**config.mk**
```make
export PLATFORM = sky130hd
export DESIGN_NAME = uart_regfront
export DESIGN_NICKNAME = d
export VERILOG_FILES = /design/src/rtl/uart_regfront_pkg.sv /design/src/rtl/uart_regfront_ctrl.sv /design/src/rtl/uart_regfront_dp.sv /design/src/rtl/uart_regfront.sv
export SDC_FILE = /design/constraint.sdc
export NUM_CORES = 1
export LEC_CHECK = 0
export ABC_AREA = 1
export BUFFER_PORTS_ARGS = -buffer_cell sky130_fd_sc_hd__buf_2
export CAP_MARGIN = 10
export CORE_UTILIZATION = 55
export DETAILED_ROUTE_END_ITERATION = 12
export PLACE_DENSITY = 0.86
export SYNTH_ARGS = -nofsm -noshare
export SYNTH_HDL_FRONTEND = slang
export SYNTH_SLANG_ARGS = --single-unit
export TNS_END_PERCENT = 5
```
**constraint.sdc**
```tcl
create_clock -name clk -period 2.52 [get_ports clk]
set_clock_uncertainty 0.05 [all_clocks]
set_input_delay 0.504 -clock clk [delete_from_list [all_inputs] [get_ports clk]]
set_output_delay 0.504 -clock clk [all_outputs]
set_load 0.03 [all_outputs]
```
**src/rtl/uart_regfront_pkg.sv**
```systemverilog
package uart_regfront_pkg;
  localparam int NUM_REGS = 5;

  // status bit positions
  localparam int ST_THRE  = 0;
  localparam int ST_RXEVT = 1;
  localparam int ST_TXEVT = 2;
  // control bit positions
  localparam int CT_RXIE  = 0;
  localparam int CT_TXIE  = 1;
  localparam int CT_THRU  = 2;
  // debug bit positions
  localparam int DB_BREAK = 0;

  typedef struct packed {
    logic data;
    logic div;
    logic stat;
    logic ctrl;
    logic dbg;
  } regHit_t;

  typedef struct packed {
    regHit_t wr;
    regHit_t rd;
    logic    rdAny;   // any read request, legal or not
  } busStrobe_t;
endpackage

```
**src/rtl/uart_regfront_ctrl.sv**
```systemverilog
module uart_regfront_ctrl
  import uart_regfront_pkg::*;
#(
  parameter int ADDR_W = 8
) (
  input  logic              clk,
  input  logic              rstN,
  input  logic              busValid,
  input  logic              busWrite,
  input  logic [ADDR_W-1:0] busAddr,
  output busStrobe_t        strobe,
  output logic              busErr
);
  localparam int IDX_W = ADDR_W - 2;

  logic [IDX_W-1:0]    wordIdx;
  logic                aligned;
  logic                inMap;
  logic [NUM_REGS-1:0] hitVec;

  assign wordIdx = busAddr[ADDR_W-1:2];
  assign aligned = (busAddr[1:0] == 2'b00);
  assign inMap   = aligned && (wordIdx < IDX_W'(NUM_REGS));

  for (genvar g = 0; g < NUM_REGS; g++) begin : gHit
    assign hitVec[g] = busValid && aligned && (wordIdx == IDX_W'(g));
  end

  assign strobe.wr.data = hitVec[0] && busWrite;
  assign strobe.wr.div  = hitVec[1] && busWrite;
  assign strobe.wr.stat = hitVec[2] && busWrite;
  assign strobe.wr.ctrl = hitVec[3] && busWrite;
  assign strobe.wr.dbg  = hitVec[4] && busWrite;
  assign strobe.rd.data = hitVec[0] && !busWrite;
  assign strobe.rd.div  = hitVec[1] && !busWrite;
  assign strobe.rd.stat = hitVec[2] && !busWrite;
  assign strobe.rd.ctrl = hitVec[3] && !busWrite;
  assign strobe.rd.dbg  = hitVec[4] && !busWrite;
  assign strobe.rdAny   = busValid && !busWrite;

  always_ff @(posedge clk or negedge rstN) begin
    if (!rstN) busErr <= 1'b0;
    else       busErr <= busValid && !inMap;
  end

  // an error pulse only ever follows a bus request
  a_r9_err_follows_request: assert property (@(posedge clk) disable iff (!rstN)
    busErr |-> $past(busValid));
endmodule

```
**src/rtl/uart_regfront_dp.sv**
```systemverilog
module uart_regfront_dp
  import uart_regfront_pkg::*;
#(
  parameter int DATA_W = 32,
  parameter int BYTE_W = 8
) (
  input  logic              clk,
  input  logic              rstN,
  input  busStrobe_t        strobe,
  input  logic [DATA_W-1:0] busWdata,
  output logic [DATA_W-1:0] busRdata,
  output logic              txValid,
  output logic [BYTE_W-1:0] txData,
  input  logic              rxValid,
  input  logic [BYTE_W-1:0] rxData,
  output logic              rxReady,
  output logic              irq,
  output logic [DATA_W-1:0] divisor,
  output logic              thruEn,
  output logic              breakEn
);
  logic [BYTE_W-1:0] dataReg;
  logic [DATA_W-1:0] divReg, ctrlReg, dbgReg;
  logic              rxEvt, txEvt;
  logic              rxTake;
  logic [DATA_W-1:0] statWord, readMux;

  assign rxReady = !rxEvt;
  assign rxTake  = rxValid && !rxEvt;

  always_comb begin
    statWord           = '0;
    statWord[ST_THRE]  = 1'b1;
    statWord[ST_RXEVT] = rxEvt;
    statWord[ST_TXEVT] = txEvt;
  end

  always_comb begin
    readMux = '0;
    if      (strobe.rd.data) readMux = DATA_W'(dataReg);
    else if (strobe.rd.div)  readMux = divReg;
    else if (strobe.rd.stat) readMux = statWord;
    else if (strobe.rd.ctrl) readMux = ctrlReg;
    else if (strobe.rd.dbg)  readMux = dbgReg;
  end

  always_ff @(posedge clk or negedge rstN) begin
    if (!rstN) begin
      dataReg  <= '0;
      divReg   <= '0;
      ctrlReg  <= '0;
      dbgReg   <= '0;
      rxEvt    <= 1'b0;
      txEvt    <= 1'b0;
      txValid  <= 1'b0;
      txData   <= '0;
      busRdata <= '0;
    end else begin
      if (strobe.wr.div)  divReg  <= busWdata;
      if (strobe.wr.ctrl) ctrlReg <= busWdata;
      if (strobe.wr.dbg)  dbgReg  <= busWdata;
      if (rxTake)         dataReg <= rxData;
      rxEvt   <= rxTake | (rxEvt & ~(strobe.wr.stat & busWdata[ST_RXEVT]));
      txEvt   <= strobe.wr.data | (txEvt & ~(strobe.wr.stat & busWdata[ST_TXEVT]));
      txValid <= strobe.wr.data;
      if (strobe.wr.data) txData <= busWdata[BYTE_W-1:0];
      if (strobe.rdAny)   busRdata <= readMux;
    end
  end

  assign irq     = (ctrlReg[CT_RXIE] & rxEvt) | (ctrlReg[CT_TXIE] & txEvt);
  assign divisor = divReg;
  assign thruEn  = ctrlReg[CT_THRU];
  assign breakEn = dbgReg[DB_BREAK];

  // a data write launches a byte and flags the transmit event
  a_r4_tx_launch: assert property (@(posedge clk) disable iff (!rstN)
    strobe.wr.data |=> (txValid && txEvt));
  // an accepted byte is captured and flagged
  a_r5_rx_capture: assert property (@(posedge clk) disable iff (!rstN)
    (rxValid && rxReady) |=> (rxEvt && dataReg == $past(rxData)));
  // a byte offered while held off leaves the data register alone
  a_r6_rx_held_off: assert property (@(posedge clk) disable iff (!rstN)
    (rxValid && !rxReady) |=> $stable(dataReg));
  // writing one to the receive event bit clears it
  a_r7_w1c_rx: assert property (@(posedge clk) disable iff (!rstN)
    (strobe.wr.stat && busWdata[ST_RXEVT] && !rxTake) |=> !rxEvt);
endmodule

```
**src/rtl/uart_regfront.sv**
```systemverilog
module uart_regfront
  import uart_regfront_pkg::*;
#(
  parameter int ADDR_W = 8,
  parameter int DATA_W = 32,
  parameter int BYTE_W = 8
) (
  input  logic              clk,
  input  logic              rstN,
  input  logic              busValid,
  input  logic              busWrite,
  input  logic [ADDR_W-1:0] busAddr,
  input  logic [DATA_W-1:0] busWdata,
  output logic [DATA_W-1:0] busRdata,
  output logic              busErr,
  output logic              txValid,
  output logic [BYTE_W-1:0] txData,
  input  logic              rxValid,
  input  logic [BYTE_W-1:0] rxData,
  output logic              rxReady,
  output logic              irq,
  output logic [DATA_W-1:0] divisor,
  output logic              thruEn,
  output logic              breakEn
);
  busStrobe_t strobe;

  uart_regfront_ctrl #(.ADDR_W(ADDR_W)) uCtrl (
    .clk(clk), .rstN(rstN), .busValid(busValid), .busWrite(busWrite),
    .busAddr(busAddr), .strobe(strobe), .busErr(busErr)
  );

  uart_regfront_dp #(.DATA_W(DATA_W), .BYTE_W(BYTE_W)) uDp (
    .clk(clk), .rstN(rstN), .strobe(strobe), .busWdata(busWdata),
    .busRdata(busRdata), .txValid(txValid), .txData(txData),
    .rxValid(rxValid), .rxData(rxData), .rxReady(rxReady), .irq(irq),
    .divisor(divisor), .thruEn(thruEn), .breakEn(breakEn)
  );

  // an illegal access launches no byte
  a_r12_err_no_tx: assert property (@(posedge clk) disable iff (!rstN)
    busErr |-> !txValid);
endmodule

```
### Yosys cells after proc, flatten, opt, wreduce, memory -nomap -nowiden

Index checks and enable logic that the tools add are counted.

| storage, ports and cells | value |
|---|---|
| flip-flop bits (word level) | 148 |
| word-level logic and storage cells | 56 |

| operators by class | value |
|---|---|
| order comparisons | 1 |
| eq/ne operators | 4 |
| multiplexer cells | 5 |
| bitwise gates (word level) | 11 |
| reductions and logical operators | 25 |

Operator list:

| cell | number |
|---|---|
| two-way mux 32 bit | 5 |
| logical AND 1 bit | 20 |
| equality test 6 x 2 -> 1 bit (second input constant) | 2 |
| bitwise AND 1 bit | 6 |
| equality test 6 x 1 -> 1 bit (second input constant) | 1 |
| equality test 6 x 3 -> 1 bit (second input constant) | 1 |
| zero test 6 bit | 1 |
| less-than comparator 6 x 3 -> 1 bit (second input constant) | 1 |
| zero test 1 bit | 3 |
| bitwise OR 1 bit | 3 |
| zero test 2 bit | 1 |
| inverter 1 bit | 2 |

### Depth between registers and ports, before layout

| depth | value |
|---|---|
| depth after elaboration | 9 |
| mapped depth | 10 |

### Hierarchy

Synthesis repeated with hierarchy kept, for this count alone.

| second synthesis, totals | value |
|---|---|
| cells, all modules | 733 |
| area total of the unflattened synthesis | 6575.1 µm² |

Modules (own cells, without submodules):

| module | times used | cells each | area an instance (µm²) | sequential area each (µm²) |
|---|---|---|---|---|
| uart_regfront_dp | 1 | 687 | 6354.8 | 3678.5 |
| uart_regfront_ctrl | 1 | 46 | 220.2 | 25.0 |

### Worst setup path after synthesis

Ideal clock, no wire load.

| path | value |
|---|---|
| path type | input to register |
| start point | input busAddr[1] |
| end point | register uDp.busRdata[21] |
| library setup time | 0.071 ns |
| arrival | 1.399 ns |
| required time | 2.399 ns |
| setup slack | 1.001 ns |
| cell stages on the path | 8 |
| path buffers | 1 |
| cells stage by stage | nor2_4 nand2_4 nor3_2 nand2_2 clkinv_2 buf_4 nand2_1 nand4_1 |

| on the way | value |
|---|---|
| longest elaborated chain between the ends | 9 |
| elaborated cells on any way between the ends | 17 |

Ends and longest elaborated chain:

| element | RTL line | RTL |
|---|---|---|
| from (decl) | uart_regfront.sv:12 | `input logic [ADDR_W-1:0] busAddr,` |
| zero test 2 bit (*) | uart_regfront_ctrl.sv:22 | `assign aligned = (busAddr[1:0] == 2'b00);` |
| logical AND 1 bit (*) | uart_regfront_ctrl.sv:26 | `assign hitVec[g] = busValid && aligned && (wordIdx == IDX_W'(g));` |
| logical AND 1 bit | uart_regfront_ctrl.sv:26 |  |
| logical AND 1 bit | uart_regfront_ctrl.sv:38 | `assign strobe.rd.dbg = hitVec[4] && !busWrite;` |
| two-way mux 32 bit | uart_regfront_dp.sv:44 | `else if (strobe.rd.dbg) readMux = dbgReg;` |
| two-way mux 32 bit | uart_regfront_dp.sv:43 | `else if (strobe.rd.ctrl) readMux = ctrlReg;` |
| two-way mux 32 bit | uart_regfront_dp.sv:42 | `else if (strobe.rd.stat) readMux = statWord;` |
| two-way mux 32 bit | uart_regfront_dp.sv:41 | `else if (strobe.rd.div) readMux = divReg;` |
| two-way mux 32 bit (*) | uart_regfront_dp.sv:40 | `if (strobe.rd.data) readMux = DATA_W'(dataReg);` |
| to (signal assigned) | uart_regfront_dp.sv:67 | `if (strobe.rdAny) busRdata <= readMux;` |
| to (decl) | uart_regfront_dp.sv:11 | `output logic [DATA_W-1:0] busRdata,` |

Every way passes the cells marked *; elsewhere a longest branch is shown, timed or not.
A chain may end at the register's enable or synchronous reset.

### Worst setup path in the final report

| path | value |
|---|---|
| start point | register uDp.ctrlReg[1] |
| end point | output irq |

| on the way | value |
|---|---|
| longest elaborated chain between the ends | 2 |

Ends and longest elaborated chain:

| element | RTL line | RTL |
|---|---|---|
| from (decl) | uart_regfront_dp.sv:23 | `logic [DATA_W-1:0] divReg, ctrlReg, dbgReg;` |
| from (signal assigned) | uart_regfront_dp.sv:60 | `if (strobe.wr.ctrl) ctrlReg <= busWdata;` |
| bitwise AND 1 bit | uart_regfront_dp.sv:71 | `assign irq = (ctrlReg[CT_RXIE] & rxEvt) \| (ctrlReg[CT_TXIE] & txEvt);` |
| bitwise OR 1 bit | uart_regfront_dp.sv:71 |  |
| to (decl) | uart_regfront.sv:21 | `output logic irq,` |

Every way passes these cells.

==> impl_metrics.toml <==
[clock_tree]
cts_resized = 0
cts_tree = "done"
clockBufferDepth = 2
path_clk_slew_ns = 0.06
clock_latency_ns = 0.42
postCtsSetupBuffers = 0
holdBufCountCts = 0
numCtsBuffers = 17
cts-root-buf = "clkbuf_16"
cts_sinks = 148
htreeDepth = 4

[timing]
holdWs_ns = 0.0111
rsz0062_at_grt = "no"
hold_viol = 0
relSlewSlack_pct = 57.4
worst_pin_slew_ns = 0.638
setup-tns-final_ns = 0
finalCritPeriodShare_pct = 71.7
slew_viol_final = 0
post-route-min-period_ns = 1.81
setup_viol = 0
timing.fmax_ghz = 0.553

[global_route]
overflow = 0
first_global_vias = 5225
track_usage_pct = 28.7
grt_antenna_before_repair = 0
grt_first_pass_wirelength_microns = 25200
grt_max_degree = 65

[critical_path]
crit_required_ns = 1.97
endpoint_kind = "output pin"
reg2reg_slack_ns = 1.16
critPathMaxFanout = 3
r2r-start = "uDp.rxEvt"
arrival_ns = 1.25
rr_endpoint = "uDp.dataReg[0]"
start_kind = "register"
criticalPathCategory = "register to output pin"
ff2ff_path_depth = 3

[routing]
wirelength_microns = 15600
ant_nets = 0
drc = 0
vias = 5363
drt_first_pass_iters = 6
drt_iter0_markers = 412
vias_per_cell = 5.59
wl_per_cell_microns = 16.3

[logic_synthesis]
synth_seq_area_share_pct = 59.7
synth_area_sq_um = 6210
synth_edf_count = 0
synth_nets = 731
ys_ff_latch = 148
avgSynthCellArea_sq_um = 9.16
async_reset_ff_share_pct = 100
ys_types = 27
yosysWarnings = 0
ys.flop_type = "dfrtp_1"
syn_inst = 678

[die]
die_area_sq_um = 11700
io_pins = 131
die_w_microns = 108
fp.dieH_microns = 108
rows = 38
core_sq_um = 10900
initial_core_util_pct = 56.8

[power]
p_total_mw = 5.76
comb_power_share_pct = 6.1
intPower_mw = 4.51
ir_drop_mv = 0.416
p_sw_share_pct = 21.7
clkPwrFrac_pct = 50.0
switchingPower_mw = 1.25
power.density_cell_area_nw_per_um2 = 753
p_leak_nw = 4.01
seq_power_share_pct = 44.0

[outcome]
status = "finished clean"

[flow_run]
cap_violations = 0

[cells_and_area]
layout-drive-gt1-share_pct = 24.5
fin_nets = 860
final_common_cell = "nand2_1"
stdcell_count = 959
fill_cells = 833
final_cell_mix = "nand2_1 (213), dfrtp_1 (148), buf_2 (129)"
area_delta_synth_final_pct = 23.2
postLayoutCoreUtil_pct = 69.9
antenna_cells = 0

[place]
io_buffers = 130
gp_congestion = 0.874
dpl.cell_count = 928
dp_hpwl_microns = 10100

[worst_hold_path]
hold_path.class = "primary input to asynchronous set/reset pin"
Yosys cell counts (2+ instances only):
cell        n  area share, %
nand2_2     3           0.30
buf_2      11           0.89
nor3_2      2           0.32
nand4_1    31            3.1
clkbuf_1   14           0.85
o21ai_0    37            3.0
nand3_1    44            3.5
dfrtp_1   148             60
nand2_4     2           0.36
nor2_2      3           0.30
o21ai_1    69            5.6
inv_1      51            3.1
nand2_1   213             13
nor2_4      3           0.54
nor2_1     20            1.2
nand3_2     3           0.48
clkbuf_2    2           0.16
buf_6       4           0.73
buf_4       3           0.36
mux2_2      8            1.5
cell type report:
type,count,area (sq um),share of cell area [%]
inverters,52,196,2.57
clock inverters,11,220,2.88
clock buffers,20,457,5.97
repair buffers,144,774,10.1
multi-input cells,444,2120,27.7
well taps,140,175,2.29
flip-flops and latches,148,3700,48.4
cells by family (layout without fill, tap and decap cells):
kind of cell	count (synthesis)	after routing	synth area share, %
mux	8	8	1.45
flops	148	148	59.7
simple gates	327	327	23.8
buf+inv	86	227	6.15
compound gates	109	109	8.93
power groups by stage:
stage / Combinational, mW / Sequential (mW) / Clock, mW
after floorplan: 0.149 / 2.60 / 0
after global placement: 0.335 / 2.56 / 0
after detailed placement: 0.348 / 2.57 / 0
after CTS: 0.353 / 2.53 / 2.90
after global routing: 0.385 / 2.54 / 3.00
final: 0.349 / 2.53 / 2.88
state kept, by name, indices dropped and copies added (netlist names):
| register | count |
|---|---|
| uDp.txValid | 1 |
| uDp.txData | 8 |
| uDp.txEvt | 1 |
| uDp.dataReg | 8 |
| uDp.divisor | 32 |
| uDp.ctrlReg | 32 |
| uCtrl.busErr | 1 |
| uDp.rxEvt | 1 |
| uDp.busRdata | 32 |
| uDp.dbgReg | 32 |
routing by layer:
layer,global-route usage (%),up-vias,routed length (microns)
met5,0,-,0
met4,12.1,0,366
met3,7.41,38,1150
met2,47.9,243,7960
met1,35.4,2611,6170
li1,-,2471,-
worst max-delay path by stage:
stage | from | end | cells after the start
floorplan | busAddr[1] | uDp.busRdata[21] | 8
global placement | busAddr[1] | uDp.busRdata[16] | 9
detailed placement | busAddr[1] | uDp.busRdata[8] | 9
CTS | uDp.ctrlReg[1] | irq | 2
global route | busAddr[1] | uDp.busRdata[30] | 9
finish | uDp.ctrlReg[1] | irq | 2
critical path: stages, from the launching register on:
cell	delay, ns
dfrtp_1	0.42
a22o_1	0.25
buf_2	0.17
through the flow:
stage,area (sq um),setup slack (ns)
3_5_place_dp,6970,0.380
4_1_cts,7650,0.703
5_1_grt,7650,0.631
2_1_floorplan,6210,1.00
6_report,7650,0.712
3_3_place_gp,6970,0.391
Power figures use the tool's default switching activity.
